[src/rtl/pss_lfsr_pkg.sv]
package pss_lfsr_pkg;

    localparam int MAXD = 32;

    typedef logic [MAXD-1:0]            vec_t;
    typedef logic [MAXD-1:0][MAXD-1:0]  mat_t;   // [row][col]

    typedef struct packed {
        logic ok;
        mat_t m;
    } inv_t;

    typedef struct packed {
        logic valid;
        logic start;
        logic last;
    } word_ctl_t;

    function automatic mat_t identity(int d);
        mat_t r = '0;
        for (int i = 0; i < d; i++) r[i][i] = 1'b1;
        return r;
    endfunction

    // One serial step: shift up, top bit fed back through the taps
    function automatic mat_t serial_step(vec_t g, int d);
        mat_t a = '0;
        for (int i = 1; i < d; i++) a[i][i-1] = 1'b1;
        for (int i = 0; i < d; i++) a[i][d-1] = a[i][d-1] ^ g[i];
        return a;
    endfunction

    function automatic mat_t gf2_mul(mat_t a, mat_t b, int d);
        mat_t c = '0;
        for (int i = 0; i < d; i++)
            for (int j = 0; j < d; j++) begin
                logic acc = 1'b0;
                for (int k = 0; k < d; k++) acc = acc ^ (a[i][k] & b[k][j]);
                c[i][j] = acc;
            end
        return c;
    endfunction

    function automatic vec_t gf2_mv(mat_t a, vec_t v, int d);
        vec_t r = '0;
        for (int i = 0; i < d; i++)
            for (int k = 0; k < d; k++) r[i] = r[i] ^ (a[i][k] & v[k]);
        return r;
    endfunction

    function automatic mat_t gf2_pow(mat_t a, int n, int d);
        mat_t r = identity(d);
        for (int i = 0; i < n; i++) r = gf2_mul(r, a, d);
        return r;
    endfunction

    // Column j = a^j * s
    function automatic mat_t krylov(mat_t a, vec_t s, int d);
        mat_t t = '0;
        vec_t v = s;
        for (int j = 0; j < d; j++) begin
            for (int i = 0; i < d; i++) t[i][j] = v[i];
            v = gf2_mv(a, v, d);
        end
        return t;
    endfunction

    // Input matrix of p serial steps: column j = a^j * g (bit 0 is shifted last)
    function automatic mat_t in_matrix(mat_t a, vec_t g, int d, int p);
        mat_t b = '0;
        vec_t v = g;
        for (int j = 0; j < p; j++) begin
            for (int i = 0; i < d; i++) b[i][j] = v[i];
            v = gf2_mv(a, v, d);
        end
        return b;
    endfunction

    // Gauss-Jordan inversion over GF(2)
    function automatic inv_t gf2_inv(mat_t a, int d);
        mat_t w = a;
        mat_t v = identity(d);
        logic ok = 1'b1;
        inv_t res;
        for (int c = 0; c < d; c++) begin
            int   pr = c;
            logic found = 1'b0;
            for (int r = c; r < d; r++)
                if (!found && w[r][c]) begin
                    pr    = r;
                    found = 1'b1;
                end
            if (!found) begin
                ok = 1'b0;
            end else begin
                vec_t tw = w[c];
                vec_t tv = v[c];
                w[c]  = w[pr];
                v[c]  = v[pr];
                w[pr] = tw;
                v[pr] = tv;
                for (int r = 0; r < d; r++)
                    if (r != c && w[r][c]) begin
                        w[r] = w[r] ^ w[c];
                        v[r] = v[r] ^ v[c];
                    end
            end
        end
        res.ok = ok;
        res.m  = v;
        return res;
    endfunction

    // First start vector from s0 on that gives an invertible basis
    function automatic vec_t find_seed(mat_t ap, vec_t s0, int d);
        vec_t s    = s0;
        vec_t best = s0;
        logic got  = 1'b0;
        inv_t tr;
        for (int t = 0; t < 16; t++) begin
            if (!got && s != '0) begin
                tr = gf2_inv(krylov(ap, s, d), d);
                if (tr.ok) begin
                    best = s;
                    got  = 1'b1;
                end
            end
            s = s + vec_t'(1);
        end
        return best;
    endfunction

    function automatic vec_t get_col(mat_t a, int c, int d);
        vec_t v = '0;
        for (int i = 0; i < d; i++) v[i] = a[i][c];
        return v;
    endfunction

    function automatic logic is_companion(mat_t a, int d);
        logic ok = 1'b1;
        for (int i = 0; i < d; i++)
            for (int j = 0; j < d - 1; j++)
                if (a[i][j] != (i == j + 1)) ok = 1'b0;
        return ok;
    endfunction

endpackage

[src/rtl/gf2_matvec.sv]
module gf2_matvec
    import pss_lfsr_pkg::*;
#(
    parameter int   ROWS = 8,
    parameter int   COLS = 8,
    parameter mat_t MAT  = '0
) (
    input  logic [COLS-1:0] vin,
    output logic [ROWS-1:0] vout
);

    for (genvar r = 0; r < ROWS; r++) begin : g_row
        assign vout[r] = ^(MAT[r][COLS-1:0] & vin);
    end

endmodule

[src/rtl/pss_loop.sv]
module pss_loop
    import pss_lfsr_pkg::*;
#(
    parameter int   D    = 8,
    parameter vec_t TAPS = '0
) (
    input  logic         clk,
    input  logic         rst,
    input  word_ctl_t    ctl,
    input  logic [D-1:0] mix,
    output logic [D-1:0] state
);

    logic [D-1:0] base;
    logic [D-1:0] shifted;

    assign base = ctl.start ? '0 : state;

    // Companion update: shift by one, top bit fed back to the tap rows
    assign shifted[0] = TAPS[0] & base[D-1];
    for (genvar i = 1; i < D; i++) begin : g_cmp
        assign shifted[i] = base[i-1] ^ (TAPS[i] & base[D-1]);
    end

    always_ff @(posedge clk) begin
        if (rst)
            state <= '0;
        else if (ctl.valid)
            state <= shifted ^ mix;
    end

endmodule

[src/rtl/pss_lfsr_enc.sv]
module pss_lfsr_enc
    import pss_lfsr_pkg::*;
#(
    parameter int             DEG   = 8,
    parameter logic [DEG-1:0] GPOLY = 8'h07,
    parameter int             SEED  = 1
) (
    input  logic           clk,
    input  logic           rst,
    input  logic           in_valid,
    input  logic           in_start,
    input  logic           in_last,
    input  logic [DEG-1:0] in_data,
    output logic [DEG-1:0] rem_out,
    output logic           rem_done
);

    localparam int   P     = DEG;
    localparam vec_t GV    = vec_t'(GPOLY);
    localparam mat_t A1    = serial_step(GV, DEG);
    localparam mat_t AP    = gf2_pow(A1, P, DEG);
    localparam mat_t BP    = in_matrix(A1, GV, DEG, P);
    localparam vec_t SV    = find_seed(AP, vec_t'(SEED), DEG);
    localparam mat_t TM    = krylov(AP, SV, DEG);
    localparam inv_t TIR   = gf2_inv(TM, DEG);
    localparam mat_t TI    = TIR.m;
    localparam mat_t CL    = gf2_mul(gf2_mul(TI, AP, DEG), TM, DEG);
    localparam mat_t BT    = gf2_mul(TI, BP, DEG);
    localparam vec_t TAPS  = get_col(CL, DEG - 1, DEG);

    if (DEG < 2 || DEG > MAXD) begin : g_bad_deg
        $error("pss_lfsr_enc: DEG out of range");
    end
    if (!TIR.ok) begin : g_singular
        $error("pss_lfsr_enc: transform basis is singular");
    end
    if (!is_companion(CL, DEG)) begin : g_not_cmp
        $error("pss_lfsr_enc: loop matrix is not in companion form");
    end

    word_ctl_t      ctl;
    logic [DEG-1:0] mix;
    logic [DEG-1:0] xstate;

    assign ctl = '{valid: in_valid, start: in_start, last: in_last};

    // Input mixing, outside the loop
    gf2_matvec #(.ROWS(DEG), .COLS(P), .MAT(BT)) mix_i (
        .vin  (in_data),
        .vout (mix)
    );

    pss_loop #(.D(DEG), .TAPS(TAPS)) loop_i (
        .clk   (clk),
        .rst   (rst),
        .ctl   (ctl),
        .mix   (mix),
        .state (xstate)
    );

    // Map back to the true remainder, outside the loop
    gf2_matvec #(.ROWS(DEG), .COLS(DEG), .MAT(TM)) out_i (
        .vin  (xstate),
        .vout (rem_out)
    );

    always_ff @(posedge clk) begin
        if (rst)
            rem_done <= 1'b0;
        else
            rem_done <= ctl.valid & ctl.last;
    end

endmodule

[config.mk]
export PLATFORM = sky130hd
export DESIGN_NAME = pss_lfsr_enc
export DESIGN_NICKNAME = d
export VERILOG_FILES = /design/src/rtl/pss_lfsr_pkg.sv /design/src/rtl/gf2_matvec.sv /design/src/rtl/pss_loop.sv /design/src/rtl/pss_lfsr_enc.sv
export SDC_FILE = /design/constraint.sdc
export NUM_CORES = 1
export LEC_CHECK = 0
export BUFFER_PORTS_ARGS = -buffer_cell sky130_fd_sc_hd__buf_2
export CAP_MARGIN = 15
export CORE_UTILIZATION = 50
export DETAILED_ROUTE_END_ITERATION = 7
export PLACE_DENSITY = 0.8
export SLEW_MARGIN = 0
export SYNTH_ARGS = -nofsm -noshare
export SYNTH_HDL_FRONTEND = slang
export SYNTH_HIERARCHICAL = 1
export SYNTH_SLANG_ARGS = --single-unit
[constraint.sdc]
create_clock -name clk -period 2.7 [get_ports clk]
set_clock_uncertainty 0.05 [all_clocks]
set_input_delay 0.135 -clock clk [delete_from_list [all_inputs] [get_ports clk]]
set_output_delay 0.135 -clock clk [all_outputs]
set_load 0.01 [all_outputs]
==> summary.md, run 1 <==
| Metric | Value |
|---|---|
| Clock share of power | 0.197 |
| Largest net degree at the start of global routing | 18 |
| Crit start category | flop |
| Crit path kind | reg -> out |
| Detailed Route WL | 1177 um |
| Synth top area cells | xnor2_1 31%, dfxtp_1 25%, xnor3_1 9.3% |
| PwrDens | 596.8 nW/um^2 |
| Routed len/inst | 10.70 um |
| Post-Syn Area | 723.2 um^2 |
| Vias per cell | 5.000 |
| Register area | 180.2 um^2 |
| Ant diodes | 0 |
| Die area | 1602 um^2 |
| Area fraction of the dominant cell type after synthesis | 0.3149 |
| Lkg Pwr | 0.3568 nW |
| Met2 Track Usage GR | 0.2823 |
| Share of post-route cells with drive strength above 1 | 0.2632 |
| Setup tns final | 0 ns |
| Sequential fraction of the synthesis area | 0.2491 |
| Multiplexer share of the synthesized area | 0 |
| Crit end category | output port |
| Hold bufs inserted after CTS | 0 |
| Detailed Place HPWL | 961.5 um |
| Post-Synth Simple-Gate Area | 0.1228 |
| Initial drt markers | 4 |
| Critical Path AT | 1.74 ns |
| Clk_lat worst skew | 0.25 ns |
| Area of the multi-input gates | 506.7 um^2 |
| Most frequent cells in the layout | 26 x xnor2_1, 21 x buf_2, 9 x dfxtp_1 |
| Final setup violating endpoints | 0 |
| First-pass GRT wire length | 1773 um |
| Post-synth net total | 89 |
| Final ANT Viol Nets | 0 |
| Fin crit share | 0.7118 |
| Cell-internal power | 336.1 uW |
| Post-CTS Repair Setup Buffers | 0 |
| Worst IR Drop VDD | 0.2173 mV |
| M1 GR Usage | 0.2047 |
| Max-slew violations | 0 |
| Adder and majority gate portion of the synthesized area | 0 |
| Distinct cell type count of the synthesized netlist | 17 |
| Post-Syn Instances | 76 |
| Power, Total | 501.8 uW |
| Initial antenna violation count | 0 |
| H-tree depth | 1 |
| Largest family of logic cells by synthesized area | XOR/XNOR gates |
| RSZ-0062 raised after global routing | false |
| CP max-delay cell | dfxtp_1 |
| Chip Height | 40.03 um |
| Logic pwr share | 0.472 |
| Maxcap violations | 0 |
| M3 GR Usage | 0.01667 |
| Synth Warn # | 6 |
| Vias in the first global route | 425 |
| Cell Chain, Critical Path | xnor3_2 > xnor3_1 > buf_2 |
| Row count | 13 |
| Core ar. | 1318 um^2 |
| Slew HR | 0.7555 |
| Post-CTS Resized | 0 |
| Status | complete, no violations |
| #FFs+latches synth | 9 |
| Syn_area_per_cell | 9.516 um^2 |
| Filler Cell Count | 129 |
| Initial Util | 0.5489 |
| Total Routing Usage GR | 0.1651 |
| Clk slew on worst S/H paths | 0.06 ns |
| Endpoints failing hold | 0 |
| Slew @ Worst Pin | 0.3655 ns |
| Layout area overhead | 16.26% |
| Switching pwr | 165.7 uW |
| Drt drc | 0 |
| CP Max Fanout | 8 |
| CTS root buf | clkbuf_4 |
| Clock Sinks | 9 |
| Post-synthesis compound-gate area fraction | 0.1003 |
| Cts bufs inserted | 3 |
| CP max stage delay | 0.51 ns |
| Largest area contributor in the netlist | xnor2_1 |
| Post-Synth XOR/XNOR Area | 0.4775 |
| GPL Wtd Cong | 0.7912 |
| Layout Nets | 109 |
| Horiz. Die Dim | 40.03 um |
| Sw frac | 0.3302 |
| Longest Clk Path Bufs | 2 |
| Hold Path Class | in -> reg |
| Fmax | 0.5203 GHz |
| Flop pwr share | 0.331 |
| Clock period minus worst slack | 1.922 ns |
| Vias after detailed routing | 550 |
| Busiest layer in global routing | met2 |
| TritonRoute pass-1 iters | 4 |
| CP required | 2.52 ns |
| CTS tree | yes |
| Grt ovf | 0 |
| Commonest non-fill, non-tap cell in the layout | xnor2_1 |
| Count of input and output buffers | 21 |
| # IOs | 22 |
[layer usage]
metal  share of wire  up-vias
met3           0.037        0
met2            0.50       17
met1            0.46      247
li1                -      286
met4               0        0
met5               0        -
[worst paths after layout]
kind	from	endpoint	slack (ns)	depth (start not counted)
max reg2reg	loop_i/state[7]	loop_i/state[2]	1.33	3
min	in_last	rem_done	0.07	2
max	loop_i/state[7]	rem_out[0]	0.78	3
min reg2reg	loop_i/state[0]	loop_i/state[0]	0.47	2
[cell type report]
| class | instances | share of cell area |
|---|---|---|
| clock buffer | 4 | 0.03125 |
| sequential | 9 | 0.2143 |
| timing repair buffer | 21 | 0.1250 |
| inverter | 1 | 0.004464 |
| multi-input combinational | 60 | 0.6027 |
| tap | 15 | 0.02232 |
[cells in the mapped netlist (all sizes together)]
library cell and n:
or3 2, buf 5, a211oi 6, clkbuf 1
xor2 3, nor2b 6, o21ai 2, nor2 8
xnor3 4, dfxtp 9, inv 1, a311oi 2
and3b 1, xnor2 26
[cell families (layout without fill, tap and decap cells)]
family                    Yosys count  in the layout
and+or+nand+nor                    17             17
DFF                                 9              9
buffers and inverters               7             26
AOI/OAI and AO/OA                  10             10
xor gates and xnor gates           33             33
[per-stage QoR]
step / hold WS, ns / cells / area (um^2) / worst slack (ns) / utilization
floorplan: 0.2407 / 76 / 723.2 / 1.193 / -
global route: 0.06440 / 110 / 840.8 / 0.6715 / 0.6382
detailed placement: 0.3354 / 106 / 814.5 / 1.050 / 0.6182
CTS: 0.06626 / 110 / 840.8 / 0.7573 / 0.6382
finish: 0.07216 / 110 / 840.8 / 0.7782 / 0.6382
global placement: 0.3266 / 106 / 814.5 / 1.083 / 0.6182
[power by group through the flow]
| stage | clock network (mW) | logic [mW] | registers, mW |
|---|---|---|---|
| 2_1_floorplan | 0 | 0.179 | 0.164 |
| 3_3_place_gp | 0 | 0.233 | 0.169 |
| 3_5_place_dp | 0 | 0.239 | 0.169 |
| 4_1_cts | 0.104 | 0.240 | 0.166 |
| 5_1_grt | 0.115 | 0.265 | 0.168 |
| 6_report | 0.0991 | 0.237 | 0.166 |
[critical path: cells and delay by family, from the launching register on]
family                    cells  cell delay (ns)
DFF                           1             0.51
xor gates and xnor gates      2             0.84
buffers and inverters         1             0.14
[flip-flops by register name, indices dropped and copies added (netlist names)]
| name | count |
|---|---|
| rem_done | 1 |
| loop_i/state | 8 |
(Power assumes the default switching activity.)
==> run 2: changes to the inputs <==
--- a/config.mk
+++ b/config.mk
@@ -7,9 +7,10 @@
 export LEC_CHECK = 0
 export BUFFER_PORTS_ARGS = -buffer_cell sky130_fd_sc_hd__buf_2
 export CAP_MARGIN = 15
-export CORE_UTILIZATION = 50
+export CORE_ASPECT_RATIO = 0.8
+export CORE_UTILIZATION = 44
 export DETAILED_ROUTE_END_ITERATION = 7
-export PLACE_DENSITY = 0.8
+export PLACE_DENSITY = 0.75
 export SLEW_MARGIN = 0
 export SYNTH_ARGS = -nofsm -noshare
 export SYNTH_HDL_FRONTEND = slang
==> constraint.sdc (replaced) <==
create_clock -name clk -period 1.7 [get_ports clk]
set_clock_uncertainty 0.05 [all_clocks]
set_input_delay 0.085 -clock clk [delete_from_list [all_inputs] [get_ports clk]]
set_output_delay 0.085 -clock clk [all_outputs]
set_load 0.01 [all_outputs]
==> summary.md, run 2 (synthesis results as in run 1) <==
| Metric | Value |
|---|---|
| Max reg flops | 8 (unchanged) |
| Post-CTS Resized | 0 (unchanged) |
| TritonRoute pass-1 iters | 3 (-1) |
| Largest net degree at the start of global routing | 18 (unchanged) |
| Clock Sinks | 9 (unchanged) |
| Maxcap violations | 0 (unchanged) |
| Hold bufs inserted after CTS | 0 (unchanged) |
| PwrDens | 940.4 nW/um^2 (+58%) |
| Fmax | 0.6038 GHz |
| Clk_lat worst skew | 0.26 ns (about the same) |
| Core Util, Final | 0.5997 (-0.03852) |
| CP required | 1.56 ns (-0.96 ns) |
| Commonest non-fill, non-tap cell in the layout | xnor2_1 |
| CTS tree | yes |
| Fin crit share | 0.9742 |
| Chip Height | 38.26 um (-4.4%) |
| Initial antenna violation count | 0 (unchanged) |
| Crit end category | output port |
| H-tree depth | 1 (unchanged) |
| Status | complete, no violations |
| Cts bufs inserted | 3 (unchanged) |
| Final ANT Viol Nets | 0 (unchanged) |
| RSZ-0062 raised after global routing | true |
| Vias per cell | 4.703 (-5.9%) |
| First-pass GRT wire length | 2311 um (+30%) |
| Drt drc | 0 (unchanged) |
| Initial Util | 0.4966 (-0.05234) |
| Crit path kind | reg -> out |
| Placed Instance Area | 837.1 um^2 (+2.8%) |
| Vias after detailed routing | 555 (+0.91%) |
| Die area | 1811 um^2 (+13%) |
| # IOs | 22 (unchanged) |
| Slew @ Worst Pin | 0.2992 ns (-0.06622 ns) |
| Count of input and output buffers | 21 (unchanged) |
| Initial drt markers | 13 (+9) |
| CP Max Fanout | 3 (-5) |
| Max-slew violations | 0 (unchanged) |
| Largest register by flop count | loop_i/state |
| CP Launch Point | loop_i/state[7] |
| Share of post-route cells with drive strength above 1 | 0.3093 (+0.04612) |
| GPL Wtd Cong | 0.7459 (-5.7%) |
| Setup tns final | 0 ns (unchanged) |
| Total Routing Usage GR | 0.1933 (+0.02817) |
| Vias in the first global route | 538 (+27%) |
| Most frequent cells in the layout | 25 x xnor2_1, 21 x buf_2, 8 x nor2_1 |
| Slew HR | 0.7991 (+0.04354) |
| Placement Setup Slack | 0.2314 ns (-0.8189 ns) |
| Final setup violating endpoints | 0 (unchanged) |
| Hold Crit Start | in_last |
| Ant diodes | 0 (unchanged) |
| Row count | 12 (-1) |
| Layout area overhead | 20.76% |
| Lkg Pwr | 0.3710 nW (+4.0%) |
| Largest registers | loop_i/state: 8 flops, rem_done: 1 flops |
| Longest Clk Path Bufs | 2 (unchanged) |
| Worst IR Drop VDD | 0.5543 mV (+160%) |
| Hold Path Class | in -> reg |
| Layout Nets | 111 (+1.8%) |
| R2r startpoint | loop_i/state[7] |
| Fin area | 873.3 um^2 (+3.9%) |
| Detailed Route WL | 1332 um (+13%) |
| Clk slew on worst S/H paths | 0.06 ns (about the same) |
| Grt ovf | 0 (unchanged) |
| Horiz. Die Dim | 47.33 um (+18%) |
| Clock period minus worst slack | 1.656 ns |
| Critical Path AT | 1.52 ns (-0.22 ns) |
| Routed len/inst | 11.29 um (+5.5%) |
| CTS root buf | clkbuf_4 |
| Power, Total | 821.3 uW (+64%) |
| Crit start category | flop |
| Setup WS post-layout | 0.04379 ns (-0.7344 ns) |
| Endpoints failing hold | 0 (unchanged) |
| Core ar. | 1456 um^2 (+11%) |
| Post-CTS Repair Setup Buffers | 0 (unchanged) |
## run 2: cell count changes in the layout (fill, tap and decap cells not counted), sizes merged
cell	previous run	this run
buf	21	23
## run 2: stage by stage
stage | instances | hold slack, ns
after floorplan | 76 | 0.1907
after global routing | 118 | 0.02860
after global placement | 114 | 0.2799
after CTS | 118 | 0.008748
after detailed placement | 114 | 0.2832
final | 118 | 0.01673
## run 2: where the power goes
part / leakage (nW) / switching [mW] / internal, mW
Clock: 0.0150 / 0.0765 / 0.0905
Sequential: 0.0753 / 0.0287 / 0.233
Combinational: 0.281 / 0.172 / 0.221
## run 2: area by class of cell
cell class	instances	area, um^2
multi-input cells	60	514.2
clock buffers	4	26.28
inverters	1	3.754
fillers	139	583.1
well taps	21	26.28
repair buffers	23	120.1
flip-flops and latches	9	182.7
## run 2: worst max-delay path: stages (launching register included)
cell and delay [ns]:
dfxtp_1 0.35, xnor3_2 0.44, xnor3_1 0.33, buf_2 0.14
## run 2: worst paths after layout
kind / endpoint / slack, ns / depth (start not counted)
worst max register to register: loop_i/state[1] / 0.40 / 4
worst max-delay path: rem_out[0] / 0.04 / 3
worst min register to register: loop_i/state[6] / 0.48 / 2
worst min-delay path: rem_done / 0.02 / 2
## run 2: layer usage
metal / up-vias / GRT usage / part of all wire
met5: - / 0 / 0
met4: 0 / 0.06429 / 0
met1: 246 / 0.2464 / 0.49
met3: 0 / 0.07075 / 0.039
li1: 293 / - / -
met2: 16 / 0.2979 / 0.47
==> run 3: changes to the inputs <==
--- a/config.mk
+++ b/config.mk
@@ -7,7 +7,6 @@
 export LEC_CHECK = 0
 export BUFFER_PORTS_ARGS = -buffer_cell sky130_fd_sc_hd__buf_2
 export CAP_MARGIN = 15
-export CORE_ASPECT_RATIO = 0.8
 export CORE_UTILIZATION = 44
 export DETAILED_ROUTE_END_ITERATION = 7
 export PLACE_DENSITY = 0.75
==> summary.md, run 3 (synthesis results as in run 1) <==
| Metric | Value |
|---|---|
| GPL Wtd Cong | 0.7570 (+1.5%) |
| Endpoints failing hold | 0 (unchanged) |
| Row count | 14 (+2) |
| Core Util, Final | 0.5903 (-0.009344) |
| Area of the multi-input gates | 514.2 um^2 (unchanged) |
| Fin crit share | 0.9156 (-0.05863) |
| Share of post-route cells with drive strength above 1 | 0.3366 (+0.02736) |
| Most frequent cells in the layout | 26 x xnor2_1, 21 x buf_2, 8 x nor2_1 |
| Slew HR | 0.8045 (+0.005429) |
| Worst IR Drop VDD | 0.3510 mV (-37%) |
| Cell Chain, Critical Path | xor2_2 > xnor3_1 > buf_2 |
| Filler Cell Count | 146 (+5.0%) |
| Final ANT Viol Nets | 0 (unchanged) |
| Initial drt markers | 21 (+8) |
| Vias after detailed routing | 576 (+3.8%) |
| Vias per cell | 4.923 (+4.7%) |
| Final setup violating endpoints | 0 (unchanged) |
| Worst R2R Setup Slack | 0.38 ns (-0.02 ns) |
| CP Max Fanout | 4 (+1) |
| RSZ-0062 raised after global routing | false |
| Vias in the first global route | 539 (+0.19%) |
| Hold Path Class | in -> reg |
| Detailed Place HPWL | 1002 um |
| Hold bufs inserted after CTS | 0 (unchanged) |
| Worst Setup EP | rem_out[0] |
| Crit end category | output port |
| Critical Path AT | 1.42 ns (-0.10 ns) |
| Min Hold Slack | 0.01436 ns (-0.002364 ns) |
| Crit start category | flop |
| Max reg flops | 8 (unchanged) |
| Setup WS post-layout | 0.1435 ns (+0.09966 ns) |
| Cts bufs inserted | 3 (unchanged) |
| Core ar. | 1524 um^2 (+4.6%) |
| Ant diodes | 0 (unchanged) |
| Slew @ Worst Pin | 0.2912 ns (-0.008086 ns) |
| Drt drc | 0 (unchanged) |
| CP Launch Point | loop_i/state[1] |
| CP max-delay cell | dfxtp_1 |
| CP top delay family | XOR/XNOR gates |
| Lkg Pwr | 0.3861 nW (+4.1%) |
| R2r startpoint | loop_i/state[7] |
| Routed len/inst | 11.20 um (-0.81%) |
| Register area | 185.2 um^2 (+1.4%) |
| CTS root buf | clkbuf_4 |
| Layout Nets | 115 (+3.6%) |
| Placed Instance Area | 838.3 um^2 (+0.15%) |
| Clk slew on worst S/H paths | 0.06 ns (about the same) |
| Fin area | 899.6 um^2 (+3.0%) |
| Commonest non-fill, non-tap cell in the layout | xnor2_1 |
| Longest Clk Path Bufs | 2 (unchanged) |
| H-tree depth | 1 (unchanged) |
| Largest registers | loop_i/state: 8 flops, rem_done: 1 flops |
| Die area | 1810 um^2 (about the same) |
| Detailed Route WL | 1310 um (-1.7%) |
| Clock Sinks | 9 (unchanged) |
| # IOs | 22 (unchanged) |
| Setup tns final | 0 ns (unchanged) |
| Crit path kind | reg -> out |
| Count of input and output buffers | 21 (unchanged) |
| Initial antenna violation count | 0 (unchanged) |
| Clk_lat worst skew | 0.26 ns (about the same) |
| Largest register by flop count | loop_i/state |
| Total Routing Usage GR | 0.1644 (-0.02885) |
| Critical R2R Capture | loop_i/state[1] |
| Cell count after placement | 110 (-3.5%) |
| CP max stage delay | 0.46 ns (+0.02 ns) |
| CTS tree | yes |
| Power, Total | 839.2 uW (+2.2%) |
| Horiz. Die Dim | 42.54 um (-10%) |
| Max-slew violations | 0 (unchanged) |
| Largest net degree at the start of global routing | 18 (unchanged) |
| Initial Util | 0.4745 (-0.02202) |
| Grt ovf | 0 (unchanged) |
| Fmax | 0.6424 GHz (+6.4%) |
| Status | complete, no violations |
| First-pass GRT wire length | 2256 um (-2.4%) |
| Placement Setup Slack | 0.2517 ns (+0.02030 ns) |
| PwrDens | 932.8 nW/um^2 (-0.81%) |
| Buf+Inv Stages, Crit Path | 1 (unchanged) |
| Worst path depth | 3 (unchanged) |
| TritonRoute pass-1 iters | 4 (+1) |
| Maxcap violations | 0 (unchanged) |
| CP required | 1.56 ns (about the same) |
| Layout area overhead | 24.39% |
| Layout Cells excl Fill | 117 (-0.85%) |
| Chip Height | 42.54 um (+11%) |
| Clock period minus worst slack | 1.557 ns (-0.09966 ns) |
| Worst r2r path cells | 4 (unchanged) |
run 3: layout make-up:
cell class / instances / share of cell area
Clock buffer: 4 / 0.02921
Inverter: 1 / 0.004172
Multi-Input combinational cell: 60 / 0.5716
Sequential cell: 9 / 0.2058
Tap cell: 16 / 0.02225
Timing Repair Buffer: 27 / 0.1669
run 3: worst min-delay path by stage:
stage / from / to / depth (start not counted)
4_1_cts: in_last / rem_done / 2
3_5_place_dp: in_last / rem_done / 2
6_report: in_last / rem_done / 2
3_3_place_gp: in_last / rem_done / 2
2_1_floorplan: in_valid / rem_done / 1
5_1_grt: in_last / rem_done / 2
run 3: metal layers:
| layer | part of all wire | track usage | routed length, um |
|---|---|---|---|
| met1 | 0.44 | 0.2037 | 576 |
| met2 | 0.50 | 0.2677 | 655 |
| met3 | 0.047 | 0 | 62 |
| met4 | 0.012 | 0.1313 | 16 |
| met5 | 0 | 0 | 0 |
run 3: power by group:
part	internal (mW)	total [mW]	leakage (nW)	switching [mW]
clock	0.0906	0.167	0.0150	0.0769
combinational	0.234	0.411	0.296	0.176
sequential	0.233	0.261	0.0756	0.0281
run 3: timing repair:
| item | in CTS | in global routing |
|---|---|---|
| pin swaps | 0 | 2 |
| buffers inserted | 0 | 3 |
| resized for setup | 1 | 3 |
| endpoints found under the setup margin | 1 | 1 |
